[config.mk]
export PLATFORM = sky130hd
export DESIGN_NAME = lift_ctrl
export DESIGN_NICKNAME = d
export VERILOG_FILES = /design/src/rtl/lift_pkg.sv /design/src/rtl/lift_req_sel.sv /design/src/rtl/lift_decide.sv /design/src/rtl/lift_car.sv /design/src/rtl/lift_ctrl.sv
export SDC_FILE = /design/constraint.sdc
export NUM_CORES = 1
export LEC_CHECK = 0
export BUFFER_PORTS_ARGS = -buffer_cell sky130_fd_sc_hd__clkbuf_2
export CAP_MARGIN = 20
export CORE_AREA = 2 2 39 41
export DETAILED_ROUTE_END_ITERATION = 7
export DIE_AREA = 0 0 41 43
export PLACE_DENSITY_LB_ADDON = 0.08
export SLEW_MARGIN = 40
export SYNTH_ARGS = -nofsm -noshare
export SYNTH_HDL_FRONTEND = slang
export SYNTH_SLANG_ARGS = --single-unit
[constraint.sdc]
create_clock -name clk -period 8.1 [get_ports clk]
set_clock_uncertainty 0.15 [all_clocks]
set_input_delay 1.215 -clock clk [delete_from_list [all_inputs] [get_ports clk]]
set_output_delay 1.215 -clock clk [all_outputs]
set_load 0.05 [all_outputs]
[src/rtl/lift_pkg.sv]
package lift_pkg;
  typedef enum logic [1:0] {
    CMD_IDLE = 2'd0,
    CMD_UP   = 2'd1,
    CMD_DOWN = 2'd2,
    CMD_OPEN = 2'd3
  } cmd_e;

  typedef enum logic [1:0] {
    SRC_NONE = 2'd0,
    SRC_CAB  = 2'd1,
    SRC_HALL = 2'd2
  } src_e;
endpackage

[src/rtl/lift_req_sel.sv]
module lift_req_sel
  import lift_pkg::*;
#(
  parameter int FW = 3
) (
  input  logic          clk,
  input  logic          rst,
  input  logic [FW-1:0] cab_floor,
  input  logic          cab_valid,
  input  logic [FW-1:0] hall_floor,
  input  logic          hall_valid,
  input  logic          serve,
  input  src_e          serve_src,
  output logic          tgt_valid,
  output logic [FW-1:0] tgt_floor,
  output src_e          tgt_src
);
  // a served request stays masked until its requester lowers valid
  logic cab_done, hall_done;
  logic cab_live, hall_live;

  always_ff @(posedge clk) begin
    if (rst) begin
      cab_done  <= 1'b0;
      hall_done <= 1'b0;
    end else begin
      cab_done  <= cab_valid  & (cab_done  | (serve & (serve_src == SRC_CAB)));
      hall_done <= hall_valid & (hall_done | (serve & (serve_src == SRC_HALL)));
    end
  end

  assign cab_live  = cab_valid  & ~cab_done;
  assign hall_live = hall_valid & ~hall_done;

  always_comb begin
    tgt_valid = 1'b0;
    tgt_floor = '0;
    tgt_src   = SRC_NONE;
    if (cab_live) begin
      tgt_valid = 1'b1;
      tgt_floor = cab_floor;
      tgt_src   = SRC_CAB;
    end else if (hall_live) begin
      tgt_valid = 1'b1;
      tgt_floor = hall_floor;
      tgt_src   = SRC_HALL;
    end
  end

  // a request already served is never served a second time
  p_no_reserve_cab_r9: assert property (@(posedge clk) disable iff (rst)
    cab_done |-> !(serve && serve_src == SRC_CAB));
  p_no_reserve_hall_r9: assert property (@(posedge clk) disable iff (rst)
    hall_done |-> !(serve && serve_src == SRC_HALL));
endmodule

[src/rtl/lift_decide.sv]
module lift_decide
  import lift_pkg::*;
#(
  parameter int FW = 3
) (
  input  logic [FW-1:0] floor_cur,
  input  logic          tgt_valid,
  input  logic [FW-1:0] tgt_floor,
  input  logic          hold,
  output cmd_e          cmd
);
  always_comb begin
    if (hold || !tgt_valid)          cmd = CMD_IDLE;
    else if (tgt_floor > floor_cur)  cmd = CMD_UP;
    else if (tgt_floor < floor_cur)  cmd = CMD_DOWN;
    else                             cmd = CMD_OPEN;
  end
endmodule

[src/rtl/lift_car.sv]
module lift_car
  import lift_pkg::*;
#(
  parameter int FW = 3
) (
  input  logic          clk,
  input  logic          rst,
  input  cmd_e          cmd,
  output logic [FW-1:0] floor_q,
  output logic          up_q,
  output logic          down_q,
  output logic          open_q
);
  always_ff @(posedge clk) begin
    if (rst) begin
      floor_q <= '0;
      up_q    <= 1'b0;
      down_q  <= 1'b0;
      open_q  <= 1'b0;
    end else begin
      up_q   <= (cmd == CMD_UP);
      down_q <= (cmd == CMD_DOWN);
      open_q <= (cmd == CMD_OPEN);
      case (cmd)
        CMD_UP:   floor_q <= floor_q + FW'(1);
        CMD_DOWN: floor_q <= floor_q - FW'(1);
        default:  floor_q <= floor_q;
      endcase
    end
  end

  p_one_cmd_r7: assert property (@(posedge clk) disable iff (rst)
    $countones({up_q, down_q, open_q}) <= 1);
  p_up_step_r2: assert property (@(posedge clk) disable iff (rst)
    up_q |-> floor_q == $past(floor_q) + FW'(1));
  p_down_step_r3: assert property (@(posedge clk) disable iff (rst)
    down_q |-> floor_q == $past(floor_q) - FW'(1));
  p_open_still_r4: assert property (@(posedge clk) disable iff (rst)
    open_q |-> $stable(floor_q));
  p_gap_after_open_r8: assert property (@(posedge clk) disable iff (rst)
    open_q |=> (!open_q && !up_q && !down_q && $stable(floor_q)));
endmodule

[src/rtl/lift_ctrl.sv]
module lift_ctrl
  import lift_pkg::*;
#(
  parameter  int FLOORS = 8,
  localparam int FW     = (FLOORS > 1) ? $clog2(FLOORS) : 1
) (
  input  logic          clk,
  input  logic          rst,
  input  logic [FW-1:0] cab_floor,
  input  logic          cab_valid,
  input  logic [FW-1:0] hall_floor,
  input  logic          hall_valid,
  output logic          move_up,
  output logic          move_down,
  output logic          door_open,
  output logic [FW-1:0] floor_now
);
  logic          tgt_valid;
  logic [FW-1:0] tgt_floor;
  src_e          tgt_src;
  cmd_e          cmd;

  lift_req_sel #(.FW(FW)) u_sel (
    .clk       (clk),
    .rst       (rst),
    .cab_floor (cab_floor),
    .cab_valid (cab_valid),
    .hall_floor(hall_floor),
    .hall_valid(hall_valid),
    .serve     (cmd == CMD_OPEN),
    .serve_src (tgt_src),
    .tgt_valid (tgt_valid),
    .tgt_floor (tgt_floor),
    .tgt_src   (tgt_src)
  );

  lift_decide #(.FW(FW)) u_dec (
    .floor_cur(floor_now),
    .tgt_valid(tgt_valid),
    .tgt_floor(tgt_floor),
    .hold     (door_open),
    .cmd      (cmd)
  );

  lift_car #(.FW(FW)) u_car (
    .clk    (clk),
    .rst    (rst),
    .cmd    (cmd),
    .floor_q(floor_now),
    .up_q   (move_up),
    .down_q (move_down),
    .open_q (door_open)
  );

  // with no valid request nothing is commanded on the next edge
  p_idle_r10: assert property (@(posedge clk) disable iff (rst)
    (!cab_valid && !hall_valid) |=> (!move_up && !move_down && !door_open));
  // with both requests live and idle, motion heads toward the cabin floor
  p_cab_wins_r5: assert property (@(posedge clk) disable iff (rst)
    (cab_valid && hall_valid && tgt_src == SRC_CAB && !door_open
     && cab_floor > floor_now) |=> move_up);
endmodule

==> results.cfg <==
[layout]
drive_above_1_share_pct = 27.5
final_cells = 85
mostFrequentLayoutCell = sky130_fd_sc_hd__clkbuf_2
num_antenna_cells = 0
num-nets-final = 89
most-common-layout-cells = 15 x sky130_fd_sc_hd__clkbuf_2, 8 x sky130_fd_sc_hd__ha_1, 8 x sky130_fd_sc_hd__dfxtp_1
area.growth.synth_to_final_pct = 24.5

[grt]
grt_pass1_wl_um = 1320
grt-ovfl-total = 0
gr-usage-all-layers_pct = 11.5
grt_start_max_net_pins = 9
grt_antenna_before_repair = 0
grt_pass1_vias = 331

[drt]
initialDrtViolationCount = 2
post_route_ant_nets = 0
drt-total-wl_um = 804
dr.pass1.iters = 2
post_drt_via_cell_ratio = 4.81
routed-via-count = 409
route.detailed.drc = 0
routed_wire_length_per_instance_um = 9.46

[setup_path]
startpoint_type = input port
timing.rr.start = u_sel.cab_done
worstPathMaxFanout = 4
reg2regPathDepth = 13
critPathKind = input port to flop
crit-reg2reg-capture = u_car.floor_q[2]
crit_required_ps = 8140
critPathArrivalTime_ps = 3860
setup_crit_end_kind = flop
r2r_setup_slack_ps = 5040

[floorplan]
design.portCount = 16
die_h_um = 43
design.die.area_um2 = 1760
floorplan.die.width_um = 41
starting_density_of_the_core_pct = 34.6
core_area_um2 = 1380
placementRows = 14

[sta]
timing_hold_violations_final = 0
relSlewSlack_pct = 73.0
setup_violations = 0
timing.final.max_slew_violations = 0
worst_hold_slack_ps = 352
setup_repair_after_global_routing_missed_its_margin = no
period_needed_ps = 3830
worst_pin_slew_ps = 402
final.setup.tns_ps = 0
min_period_over_period_pct = 47.2
max_freq_ghz = 0.261

[clock_network]
tritoncts.num_buffers = 3
post-cts-setup-buffers = 0
cts_tree = yes
cts_sinks = 8
clock_latency_ps = 250
cts_hold_repair.buffers = 0
post_cts_resize_count = 0
cts_buffer_depth = 2
cts_max_level = 1
cell_at_the_root_of_the_clock_tree = sky130_fd_sc_hd__clkbuf_4
worst_setup_hold_path_clk_slew_ps = 60

[synth]
synth.cell_area_um2 = 479
synth_fp_nets = 69
synth_warnings = 0
syn_avg_cell_area_um2 = 9.40
synth_seq_area_share_pct = 33.4
ys_seq_elements = 8
synthCells = 51
synth.lib_cells_used.distinct = 21

[power_and_ir_drop]
power.switching_fraction_pct = 46.8
power_frac_comb_pct = 61.7
power.switching_w = 0.000108
intPower_w = 0.000123
power_density_nw_per_um2 = 387
power.share.sequential_pct = 25.3
ir_worst_vdd_uv = 190
power.share.clock_pct = 13.0
p_leak_nw = 0.291

[hold_path]
hp-class = flop to flop
worst_hold_path.endpoint = u_sel.cab_done
hold_path_start = u_sel.cab_done
min_path_cells = 2

[run_status]
status = complete, no violations

[place]
routabilityCongestion = 0.641
place.detailed.instances = 82
port_buffers = 15
hpwl_um = 689

[job]
drv_cap = 0
## per-layer routing
layer / global-route usage (%) / vias up / wire length, µm
met5: 0 / - / 0
met4: 2.00 / 0 / 0
met3: 9.42 / 0 / 64
met2: 15.6 / 13 / 383
met1: 13.9 / 180 / 356
li1: - / 216 / -
## critical path: stages
cell                       delay [ps]
sky130_fd_sc_hd__clkbuf_2          90
sky130_fd_sc_hd__nor2b_1          250
sky130_fd_sc_hd__nor2_1           120
sky130_fd_sc_hd__a22o_1           200
sky130_fd_sc_hd__ha_1             300
sky130_fd_sc_hd__a21oi_1          130
sky130_fd_sc_hd__nand2_1          100
sky130_fd_sc_hd__a21boi_0         360
sky130_fd_sc_hd__ha_1             250
sky130_fd_sc_hd__xor2_1           160
sky130_fd_sc_hd__ha_1             170
sky130_fd_sc_hd__nor4b_1           60
sky130_fd_sc_hd__or3_1            340
sky130_fd_sc_hd__a21oi_1          120
## state kept, by name, summed over array words and instances, names as in the netlist
signal and cells:
u_car.floor_q 3, u_car.down_q 1, u_car.open_q 1, u_car.up_q 1
u_sel.cab_done 1, u_sel.hall_done 1
## cell type report
class	count	area, µm²
Inverter	2	7.51
Timing Repair Buffer	15	75.1
Fill cell	137	787
Multi-Input combinational cell	41	312
Clock buffer	3	22.5
Tap cell	16	20.0
Sequential cell	8	160
## worst max path at each step
| stage | startpoint | to |
|---|---|---|
| 6_report | cab_valid | u_car.floor_q[2] |
| 3_3_place_gp | cab_valid | u_car.floor_q[2] |
| 4_1_cts | cab_valid | u_car.floor_q[2] |
| 5_1_grt | cab_valid | u_car.floor_q[2] |
| 3_5_place_dp | cab_valid | u_car.floor_q[2] |
| 2_1_floorplan | cab_valid | u_car.floor_q[2] |
## logic make-up after synthesis
| family | after synthesis | share of synthesized area, % |
|---|---|---|
| AOI/OAI and AO/OA | 10 | 14.1 |
| DFF | 8 | 33.4 |
| xor gates and xnor gates | 2 | 3.66 |
| adders and majority gates | 8 | 20.9 |
| muxes | 1 | 2.09 |
| buffers and inverters | 2 | 1.57 |
| and+or+nand+nor | 20 | 24.3 |
## synth_stat cells
| master | number | area share (%) |
|---|---|---|
| sky130_fd_sc_hd__a21bo_2 | 1 | 2.1 |
| sky130_fd_sc_hd__a21boi_0 | 1 | 1.6 |
| sky130_fd_sc_hd__a21oi_1 | 4 | 4.2 |
| sky130_fd_sc_hd__a22o_1 | 2 | 3.7 |
| sky130_fd_sc_hd__a22oi_1 | 1 | 1.6 |
| sky130_fd_sc_hd__and2_1 | 1 | 1.3 |
| sky130_fd_sc_hd__dfxtp_1 | 8 | 33 |
| sky130_fd_sc_hd__ha_1 | 8 | 21 |
| sky130_fd_sc_hd__inv_1 | 2 | 1.6 |
| sky130_fd_sc_hd__mux2i_1 | 1 | 2.1 |
| sky130_fd_sc_hd__nand2_1 | 2 | 1.6 |
| sky130_fd_sc_hd__nand2b_1 | 2 | 2.6 |
| sky130_fd_sc_hd__nand3_1 | 1 | 1.0 |
| sky130_fd_sc_hd__nand3b_1 | 1 | 1.6 |
| sky130_fd_sc_hd__nor2_1 | 4 | 3.1 |
| sky130_fd_sc_hd__nor2b_1 | 4 | 5.2 |
| sky130_fd_sc_hd__nor3b_1 | 3 | 4.7 |
| sky130_fd_sc_hd__nor4b_1 | 1 | 1.8 |
| sky130_fd_sc_hd__o21ai_0 | 1 | 1.0 |
| sky130_fd_sc_hd__or3_1 | 1 | 1.3 |
| sky130_fd_sc_hd__xor2_1 | 2 | 3.7 |
## power groups by stage
| stage | clock (W) | sequential, W | combinational (W) |
|---|---|---|---|
| 3_3_place_gp | 0 | 0.0000593 | 0.000145 |
| 6_report | 0.0000301 | 0.0000584 | 0.000142 |
| 4_1_cts | 0.0000322 | 0.0000588 | 0.000145 |
| 2_1_floorplan | 0 | 0.0000926 | 0.0000834 |
| 5_1_grt | 0.0000344 | 0.0000602 | 0.000159 |
| 3_5_place_dp | 0 | 0.0000596 | 0.000144 |
## through the flow
step | power [W] | cell area (µm²) | setup WS, ps | util, %
after floorplan | 0.000176 | 479 | 4350 | -
after global placement | 0.000204 | 574 | 4060 | 41.5
after detailed placement | 0.000204 | 574 | 4000 | 41.5
after CTS | 0.000236 | 597 | 4270 | 43.1
after global routing | 0.000253 | 597 | 3950 | 43.1
final | 0.000231 | 597 | 4270 | 43.1
No activity file was read; power rests on OpenSTA's default activity.
